`config.mk`:
```
export PLATFORM = sky130hd
export DESIGN_NAME = spr_access_unit
export DESIGN_NICKNAME = d
export VERILOG_FILES = /design/src/rtl/spr_access_pkg.sv /design/src/rtl/spr_ctrl.sv /design/src/rtl/spr_datapath.sv /design/src/rtl/spr_access_unit.sv
export SDC_FILE = /design/constraint.sdc
export NUM_CORES = 2
export LEC_CHECK = 0
export BUFFER_PORTS_ARGS = -buffer_cell sky130_fd_sc_hd__buf_2
export CAP_MARGIN = 30
export CORE_MARGIN = 2
export CORE_UTILIZATION = 55
export CTS_CLUSTER_SIZE = 16
export DETAILED_ROUTE_END_ITERATION = 8
export PLACE_DENSITY = 0.72
export RECOVER_POWER = 50
export SYNTH_ARGS = -nofsm -noshare
export SYNTH_HDL_FRONTEND = slang
export SYNTH_SLANG_ARGS = --single-unit
export TNS_END_PERCENT = 30
```
`constraint.sdc`:
```
create_clock -name clk -period 16.2 [get_ports clk]
set_input_delay 4.86 -clock clk [delete_from_list [all_inputs] [get_ports clk]]
set_output_delay 4.86 -clock clk [all_outputs]
set_load 0.05 [all_outputs]
```
`src/rtl/spr_access_pkg.sv`:
```
package sprAccessPkg;
  localparam int DATA_W = 32;
  localparam int OFF_W = 16;

  // status register bit positions
  localparam int SR_SUPER = 0;
  localparam int SR_DMMU = 5;
  localparam int SR_IMMU = 6;
  localparam int SR_FIXED = 15;
  localparam logic [DATA_W-1:0] SR_MMU_MASK =
    (DATA_W'(1) << SR_SUPER) | (DATA_W'(1) << SR_DMMU) | (DATA_W'(1) << SR_IMMU);
  localparam logic [DATA_W-1:0] SR_FIXED_BIT = DATA_W'(1) << SR_FIXED;
  localparam logic [DATA_W-1:0] SR_RESET = SR_FIXED_BIT | (DATA_W'(1) << SR_SUPER);

  typedef enum logic [3:0] {
    RD_NONE, RD_VER, RD_NPC, RD_STAT, RD_PPC, RD_EPC, RD_EADR, RD_ESTAT,
    RD_IMASK, RD_IPEND, RD_TMODE, RD_TCOUNT, RD_DMATCH, RD_DXLATE,
    RD_IMATCH, RD_IXLATE
  } rdSel_e;

  typedef struct packed {
    logic wrVer;
    logic wrNpc;
    logic wrStat;
    logic wrPpc;
    logic wrEpc;
    logic wrEadr;
    logic wrEstat;
    logic wrImask;
    logic wrIpend;
    logic wrDMatch;
    logic wrDXlate;
    logic wrIMatch;
    logic wrIXlate;
  } sprStrobe_t;
endpackage

```
`src/rtl/spr_ctrl.sv`:
```
module spr_ctrl
  import sprAccessPkg::*;
#(
  parameter int TLB_ENTRIES = 16,
  parameter int IDX_W = $clog2(TLB_ENTRIES)
) (
  input  logic              wrEn,
  input  logic [DATA_W-1:0] accBase,
  input  logic [OFF_W-1:0]  accOffset,
  output sprStrobe_t        strobe,
  output rdSel_e            rdSel,
  output logic [IDX_W-1:0]  tlbIdx,
  output logic              tmrWrEn,
  output logic              tmrSel
);
  localparam logic [10:0] MATCH_BASE = 11'd512;
  localparam logic [10:0] XLATE_BASE = 11'd640;
  localparam logic [10:0] MATCH_END = 11'(512 + TLB_ENTRIES);
  localparam logic [10:0] XLATE_END = 11'(640 + TLB_ENTRIES);

  logic [DATA_W-1:0] addr;
  logic [4:0]        grp;
  logic [10:0]       num;
  logic [10:0]       offs;
  logic              hiClear;

  always_comb begin
    addr    = accBase | DATA_W'(accOffset);
    grp     = addr[15:11];
    num     = addr[10:0];
    hiClear = (addr[DATA_W-1:16] == '0);
    rdSel   = RD_NONE;
    offs    = '0;
    if (hiClear) begin
      unique case (grp)
        5'd0: begin
          case (num)
            11'd0:   rdSel = RD_VER;
            11'd16:  rdSel = RD_NPC;
            11'd17:  rdSel = RD_STAT;
            11'd18:  rdSel = RD_PPC;
            11'd32:  rdSel = RD_EPC;
            11'd48:  rdSel = RD_EADR;
            11'd64:  rdSel = RD_ESTAT;
            default: rdSel = RD_NONE;
          endcase
        end
        5'd1, 5'd2: begin
          if (num >= MATCH_BASE && num < MATCH_END) begin
            rdSel = (grp == 5'd1) ? RD_DMATCH : RD_IMATCH;
            offs  = num - MATCH_BASE;
          end else if (num >= XLATE_BASE && num < XLATE_END) begin
            rdSel = (grp == 5'd1) ? RD_DXLATE : RD_IXLATE;
            offs  = num - XLATE_BASE;
          end
        end
        5'd9: begin
          if (num == 11'd0) rdSel = RD_IMASK;
          else if (num == 11'd2) rdSel = RD_IPEND;
        end
        5'd10: begin
          if (num == 11'd0) rdSel = RD_TMODE;
          else if (num == 11'd1) rdSel = RD_TCOUNT;
        end
        default: rdSel = RD_NONE;
      endcase
    end
    tlbIdx = IDX_W'(offs);
  end

  always_comb begin
    strobe          = '0;
    strobe.wrVer    = wrEn && (rdSel == RD_VER);
    strobe.wrNpc    = wrEn && (rdSel == RD_NPC);
    strobe.wrStat   = wrEn && (rdSel == RD_STAT);
    strobe.wrPpc    = wrEn && (rdSel == RD_PPC);
    strobe.wrEpc    = wrEn && (rdSel == RD_EPC);
    strobe.wrEadr   = wrEn && (rdSel == RD_EADR);
    strobe.wrEstat  = wrEn && (rdSel == RD_ESTAT);
    strobe.wrImask  = wrEn && (rdSel == RD_IMASK);
    strobe.wrIpend  = wrEn && (rdSel == RD_IPEND);
    strobe.wrDMatch = wrEn && (rdSel == RD_DMATCH);
    strobe.wrDXlate = wrEn && (rdSel == RD_DXLATE);
    strobe.wrIMatch = wrEn && (rdSel == RD_IMATCH);
    strobe.wrIXlate = wrEn && (rdSel == RD_IXLATE);
    tmrWrEn         = wrEn && (rdSel == RD_TMODE || rdSel == RD_TCOUNT);
    tmrSel          = (rdSel == RD_TCOUNT);
  end
endmodule

```
`src/rtl/spr_datapath.sv`:
```
module spr_datapath
  import sprAccessPkg::*;
#(
  parameter int TLB_ENTRIES = 16,
  parameter int IDX_W = $clog2(TLB_ENTRIES),
  parameter int PAGE_BITS = 13
) (
  input  logic              clk,
  input  logic              rstN,
  input  sprStrobe_t        strobe,
  input  rdSel_e            rdSel,
  input  logic [IDX_W-1:0]  tlbIdx,
  input  logic [DATA_W-1:0] wrData,
  input  logic [DATA_W-1:0] destIn,
  input  logic [DATA_W-1:0] irqLines,
  input  logic [DATA_W-1:0] tmrModeIn,
  input  logic [DATA_W-1:0] tmrCountIn,
  output logic [DATA_W-1:0] rdData,
  output logic              flushAll,
  output logic              flushPage,
  output logic [DATA_W-1:0] flushPageAddr,
  output logic [DATA_W-1:0] statQ,
  output logic [DATA_W-1:0] imaskQ
);
  localparam logic [DATA_W-1:0] PAGE_MASK = ~((DATA_W'(1) << PAGE_BITS) - DATA_W'(1));

  logic [DATA_W-1:0] verQ, npcQ, ppcQ, epcQ, eadrQ, estatQ, ipendQ;
  logic [DATA_W-1:0] dMatch [TLB_ENTRIES];
  logic [DATA_W-1:0] dXlate [TLB_ENTRIES];
  logic [DATA_W-1:0] iMatch [TLB_ENTRIES];
  logic [DATA_W-1:0] iXlate [TLB_ENTRIES];
  logic [DATA_W-1:0] oldMatch;
  logic              pageHit;
  logic              modeFlip;

  // plain and side-effect registers
  always_ff @(posedge clk or negedge rstN) begin
    if (!rstN) begin
      verQ   <= '0;
      npcQ   <= '0;
      ppcQ   <= '0;
      epcQ   <= '0;
      eadrQ  <= '0;
      estatQ <= '0;
      statQ  <= SR_RESET;
      imaskQ <= '0;
      ipendQ <= '0;
    end else begin
      if (strobe.wrVer)   verQ   <= wrData;
      if (strobe.wrNpc)   npcQ   <= wrData;
      if (strobe.wrPpc)   ppcQ   <= wrData;
      if (strobe.wrEpc)   epcQ   <= wrData;
      if (strobe.wrEadr)  eadrQ  <= wrData;
      if (strobe.wrEstat) estatQ <= wrData;
      if (strobe.wrStat)  statQ  <= wrData | SR_FIXED_BIT;
      if (strobe.wrImask) imaskQ <= imaskQ | wrData;
      ipendQ <= (ipendQ & ~(strobe.wrIpend ? wrData : '0)) | irqLines;
    end
  end

  // way-0 TLB arrays
  always_ff @(posedge clk or negedge rstN) begin
    if (!rstN) begin
      for (int e = 0; e < TLB_ENTRIES; e++) begin
        dMatch[e] <= '0;
        dXlate[e] <= '0;
        iMatch[e] <= '0;
        iXlate[e] <= '0;
      end
    end else begin
      for (int e = 0; e < TLB_ENTRIES; e++) begin
        if (tlbIdx == IDX_W'(e)) begin
          if (strobe.wrDMatch) dMatch[e] <= wrData;
          if (strobe.wrDXlate) dXlate[e] <= wrData;
          if (strobe.wrIMatch) iMatch[e] <= wrData;
          if (strobe.wrIXlate) iXlate[e] <= wrData;
        end
      end
    end
  end

  // flush request generation
  always_comb begin
    oldMatch = strobe.wrDMatch ? dMatch[tlbIdx] : iMatch[tlbIdx];
    pageHit  = (strobe.wrDMatch || strobe.wrIMatch) && !wrData[0];
    modeFlip = strobe.wrStat && (((statQ ^ wrData) & SR_MMU_MASK) != '0);
  end

  always_ff @(posedge clk or negedge rstN) begin
    if (!rstN) begin
      flushAll      <= 1'b0;
      flushPage     <= 1'b0;
      flushPageAddr <= '0;
    end else begin
      flushAll      <= modeFlip;
      flushPage     <= pageHit;
      flushPageAddr <= pageHit ? (oldMatch & PAGE_MASK) : '0;
    end
  end

  // combinational read mux
  always_comb begin
    unique case (rdSel)
      RD_VER:    rdData = verQ;
      RD_NPC:    rdData = npcQ;
      RD_STAT:   rdData = statQ;
      RD_PPC:    rdData = ppcQ;
      RD_EPC:    rdData = epcQ;
      RD_EADR:   rdData = eadrQ;
      RD_ESTAT:  rdData = estatQ;
      RD_IMASK:  rdData = imaskQ;
      RD_IPEND:  rdData = ipendQ;
      RD_TMODE:  rdData = tmrModeIn;
      RD_TCOUNT: rdData = tmrCountIn;
      RD_DMATCH: rdData = dMatch[tlbIdx];
      RD_DXLATE: rdData = dXlate[tlbIdx];
      RD_IMATCH: rdData = iMatch[tlbIdx];
      RD_IXLATE: rdData = iXlate[tlbIdx];
      default:   rdData = destIn;
    endcase
  end
endmodule

```
`src/rtl/spr_access_unit.sv`:
```
module spr_access_unit
  import sprAccessPkg::*;
#(
  parameter int TLB_ENTRIES = 16,
  parameter int PAGE_BITS = 13
) (
  input  logic              clk,
  input  logic              rstN,
  input  logic              wrEn,
  input  logic [31:0]       accBase,
  input  logic [15:0]       accOffset,
  input  logic [31:0]       wrData,
  input  logic [31:0]       destIn,
  input  logic [31:0]       irqLines,
  input  logic [31:0]       tmrModeIn,
  input  logic [31:0]       tmrCountIn,
  output logic [31:0]       rdData,
  output logic              tmrWrEn,
  output logic              tmrSel,
  output logic [31:0]       tmrWrData,
  output logic              flushAll,
  output logic              flushPage,
  output logic [31:0]       flushPageAddr
);
  localparam int IDX_W = (TLB_ENTRIES > 1) ? $clog2(TLB_ENTRIES) : 1;

  sprStrobe_t        strobe;
  rdSel_e            rdSel;
  logic [IDX_W-1:0]  tlbIdx;
  logic [DATA_W-1:0] statQ;
  logic [DATA_W-1:0] imaskQ;

  spr_ctrl #(.TLB_ENTRIES(TLB_ENTRIES), .IDX_W(IDX_W)) ctrl_i (
    .wrEn(wrEn), .accBase(accBase), .accOffset(accOffset),
    .strobe(strobe), .rdSel(rdSel), .tlbIdx(tlbIdx),
    .tmrWrEn(tmrWrEn), .tmrSel(tmrSel)
  );

  spr_datapath #(.TLB_ENTRIES(TLB_ENTRIES), .IDX_W(IDX_W), .PAGE_BITS(PAGE_BITS)) dp_i (
    .clk(clk), .rstN(rstN), .strobe(strobe), .rdSel(rdSel), .tlbIdx(tlbIdx),
    .wrData(wrData), .destIn(destIn), .irqLines(irqLines),
    .tmrModeIn(tmrModeIn), .tmrCountIn(tmrCountIn), .rdData(rdData),
    .flushAll(flushAll), .flushPage(flushPage), .flushPageAddr(flushPageAddr),
    .statQ(statQ), .imaskQ(imaskQ)
  );

  assign tmrWrData = wrData;
endmodule

```
==> results_tabular.tex <==
\begin{tabular}{lr}
\hline
Metric & Value \\
\hline
\multicolumn{2}{l}{\textbf{Run status}} \\
\quad Result of the run & complete, but fails checks \\
\quad Violated checks & max-capacitance violations, max-slew violations \\
\multicolumn{2}{l}{\textbf{Floorplanning}} \\
\quad Site Rows & 162 \\
\quad I/O pin count & 311 \\
\quad Die Area & 199400 µm² \\
\quad Die extent in y & 446.5 µm \\
\quad Initial Util & 55.28\% \\
\quad Die boundary width & 446.5 µm \\
\quad Area of the core & 194800 µm² \\
\multicolumn{2}{l}{\textbf{Finish}} \\
\quad Post-layout net count & 9015 \\
\quad Fraction of final layout cells sized beyond drive strength 1 & 36.35\% \\
\quad Combined flip-flop and latch cell area & 58960 µm² \\
\quad Combined area of the multi-input logic cells & 45320 µm² \\
\quad Area growth from synthesis to final layout & 11.16\% \\
\quad Fillers & 14910 \\
\quad Finished Core Util & 61.46\% \\
\multicolumn{2}{l}{\textbf{Timing}} \\
\quad Ratio of final minimum period to clock period & 96.99\% \\
\quad Unrepaired setup endpoints after global routing & false \\
\quad Setup TNS & 0 ps \\
\quad Worst slew pin tran & 9229 ps \\
\quad Final-report setup violation count & 0 \\
\quad Max-slew headroom at the worst pin & -515.3\% \\
\quad Number of hold violations in the final report & 0 \\
\quad Number of max-slew violations in the final report & 1175 \\
\quad Worst Clk Skew & 30.07 ps \\
\quad Tmin final & 15710 ps \\
\quad Max frequency & 63.64 MHz \\
\quad Final worst hold slack & 457.0 ps \\
\quad Worst setup slack after layout & 487.7 ps \\
\multicolumn{2}{l}{\textbf{Clock network}} \\
\quad Clock network latency to the later pin of the worst-skew pair & 900 ps \\
\quad Gates resized, CTS repair & 0 \\
\quad Cts-stage hold buffer count & 0 \\
\quad Post-CTS setup buffer count & 0 \\
\quad Clk root buf & clkbuf\_16 \\
\quad TritonCTS clock tree & yes \\
\quad Number of buffers created by CTS & 229 \\
\quad Depth of the CTS H-tree & 4 \\
\quad Clk slew on worst S/H paths & 60 ps \\
\quad Max clock buf depth & 3 \\
\quad CTS Sinks & 2356 \\
\multicolumn{2}{l}{\textbf{Placed design}} \\
\quad Number of buffers added on ports & 297 \\
\quad Minimum setup slack after placement & 1133 ps \\
\quad HPWL Detailed & 231100 µm \\
\quad Placer Congestion & 0.9306 \\
\multicolumn{2}{l}{\textbf{Yosys}} \\
\quad Count of flip-flops with a built-in enable after synthesis & 0 \\
\quad Post-synthesis cell count & 8897 \\
\quad Flop and latch count out of synthesis & 2356 \\
\quad Cell area after synthesis & 107700 µm² \\
\quad Avg Cell Area, Syn & 12.10 µm² \\
\quad Largest area contributor in the synthesized netlist & dfrtp\_1 \\
\quad Top\_reg\_cell synth & dfrtp\_1 \\
\quad Post-synth top area share & 54.72\% \\
\quad Most numerous cell types in the synthesized netlist & dfrtp\_1, mux2\_2, nand2\_1 \\
\quad Async set-reset flop share out of synthesis & 100.0\% \\
\quad Fraction of the yosys area taken by sequential cells & 54.75\% \\
\quad Library cells used by synthesis & 86 \\
\quad Leading cell type by number of instances after synthesis & dfrtp\_1 \\
\quad Number of warning messages in the yosys log & 0 \\
\quad Dominant cells by area after synthesis & dfrtp\_1, mux2\_2, nand2\_1, o22ai\_1, nor2\_1 \\
\multicolumn{2}{l}{\textbf{Worst setup path}} \\
\quad Crit path launch type & input port \\
\quad Worst EP required & 11340 ps \\
\quad CP endpoint kind & output pin \\
\quad Critical path data arrival time & 10850 ps \\
\quad Critical path type & in2out \\
\quad Top fanout value on the critical path & 17 \\
\multicolumn{2}{l}{\textbf{Global routing}} \\
\quad Maximum number of pins on one net before global-route repair & 195 \\
\quad Initial antenna violation count & 27 \\
\quad GR Util All Layers & 38.79\% \\
\quad Grt ovf & 0 \\
\quad Global-route wire length before repair & 563700 µm \\
\quad Number of global-route vias before repair & 80890 \\
\multicolumn{2}{l}{\textbf{Power and ir drop}} \\
\quad Reported leakage power & 58.43 nW \\
\quad Power Density & 99.33 nW/µm² \\
\quad IR drop worst, VDD & 0.09582 mV \\
\quad Final total power & 0.01189 W \\
\multicolumn{2}{l}{\textbf{Route}} \\
\quad Starting DRC count in detailed routing & 10670 \\
\quad Via count & 81360 \\
\quad Vias per std cell & 6.996 \\
\quad Detailed-route wire length & 389500 µm \\
\quad Post-detailed-route DRC marker count & 0 \\
\quad Number of iterations in the first detailed-routing pass & 9 \\
\quad Number of antenna-violating nets in the routed design & 0 \\
\quad Post-DR wirelength/cell & 33.49 µm \\
\multicolumn{2}{l}{\textbf{Hold path}} \\
\quad Worst hold path class & reg2reg \\
\multicolumn{2}{l}{\textbf{Run}} \\
\quad Max cap viols & 13 \\
\hline
\end{tabular}
[logic make-up after synthesis]
| kind of cell | synth area share, % |
|---|---|
| flip-flops | 54.75 |
| AND/OR/NAND/NOR | 7.251 |
| multiplexers | 24.48 |
| other | 0.003482 |
| XOR/XNOR | 0.04066 |
| AO/OA/AOI/OAI | 9.655 |
| buffers and inverters | 3.817 |
[power breakdown]
group                switching, W  internal, W
Combinational            0.000396    0.0000698
Clock                     0.00235      0.00319
Sequential     0.0000000000000353      0.00588
Total                     0.00275      0.00914
[stage by stage]
step                      cell area, µm²  instances
after global placement            111700      11180
final                             119700      11630
after detailed placement          111900      11190
after floorplan                   107700       8909
after CTS                         119700      11610
after global routing              119700      11620
[sequential cells by signal, indices dropped and copies added, names as in the netlist]
| name | cells |
|---|---|
| dp_i.dMatch | 512 |
| dp_i.dXlate | 512 |
| dp_i.eadrQ | 32 |
| dp_i.epcQ | 32 |
| dp_i.estatQ | 32 |
| dp_i.flushAll | 1 |
| dp_i.flushPage | 1 |
| dp_i.flushPageAddr | 19 |
| dp_i.iMatch | 512 |
| dp_i.iXlate | 512 |
| dp_i.imaskQ | 32 |
| dp_i.ipendQ | 32 |
| dp_i.npcQ | 32 |
| dp_i.ppcQ | 32 |
| dp_i.statQ | 31 |
| dp_i.verQ | 32 |
[layout make-up]
| type | count | area share (%) |
|---|---|---|
| Antenna cell | 10 | 0.02090 |
| Tap cell | 2624 | 2.743 |
| Multi-Input combinational cell | 5607 | 37.86 |
| Inverter | 12 | 0.03763 |
| Clock inverter | 70 | 0.7045 |
| Sequential cell | 2356 | 49.25 |
| Timing Repair Buffer | 598 | 3.584 |
| Clock buffer | 353 | 5.799 |
[per-layer routing]
| layer | vias up | track usage [%] | wire [µm] |
|---|---|---|---|
| li1 | 32020 | - | - |
| met1 | 41790 | 50.59 | 143000 |
| met2 | 5904 | 55.53 | 163500 |
| met3 | 1623 | 13.09 | 53350 |
| met4 | 26 | 24.57 | 29430 |
| met5 | - | 0 | 171 |
[worst max-delay path, stage by stage]
cell	delay (ps)
clkbuf_1	100
or2_0	400
a2111oi_0	780
o211ai_1	290
and3_1	590
buf_4	400
nor2_1	1220
a22oi_1	240
o211ai_1	680
a2111oi_1	180
buf_4	200
a31oi_1	490
buf_2	400
[worst paths after layout]
| kind | startpoint | endpoint | slack [ps] | cells past startpoint |
|---|---|---|---|---|
| worst min register to register | dp_i.imaskQ[1] | dp_i.imaskQ[1] | 460 | 1 |
| worst max register to register | dp_i.dMatch[401] | dp_i.flushPageAddr[17] | 13140 | 7 |
| worst min-delay path | dp_i.imaskQ[1] | dp_i.imaskQ[1] | 460 | 1 |
| max in group asynchronous | rstN | dp_i.iXlate[192] | 2110 | 3 |
| worst max-delay path | accOffset[5] | rdData[15] | 490 | 13 |
| min in group asynchronous | rstN | dp_i.ipendQ[23] | 7560 | 1 |
[layout by cell type, fill, tap and decap left out, drive strengths merged, types with 20 or more instances in the layout]
master and n:
dfrtp 2355, a31oi 131, mux2 2277, a22o 29
nand3 138, and2 22, a221oi 59, a21oi 142
o221ai 108, nor3 117, inv 20, a21o 73
nand2 693, a2bb2oi 23, o22ai 358, and3 72
mux2i 68, clkinv 41, buf 556, nand4 58
o22a 49, a2111oi 24, o31ai 70, o211ai 21
nor2 577, o21ai 160, clkbuf 395, a22oi 97
Note: power is estimated with default switching activity, not from simulation.
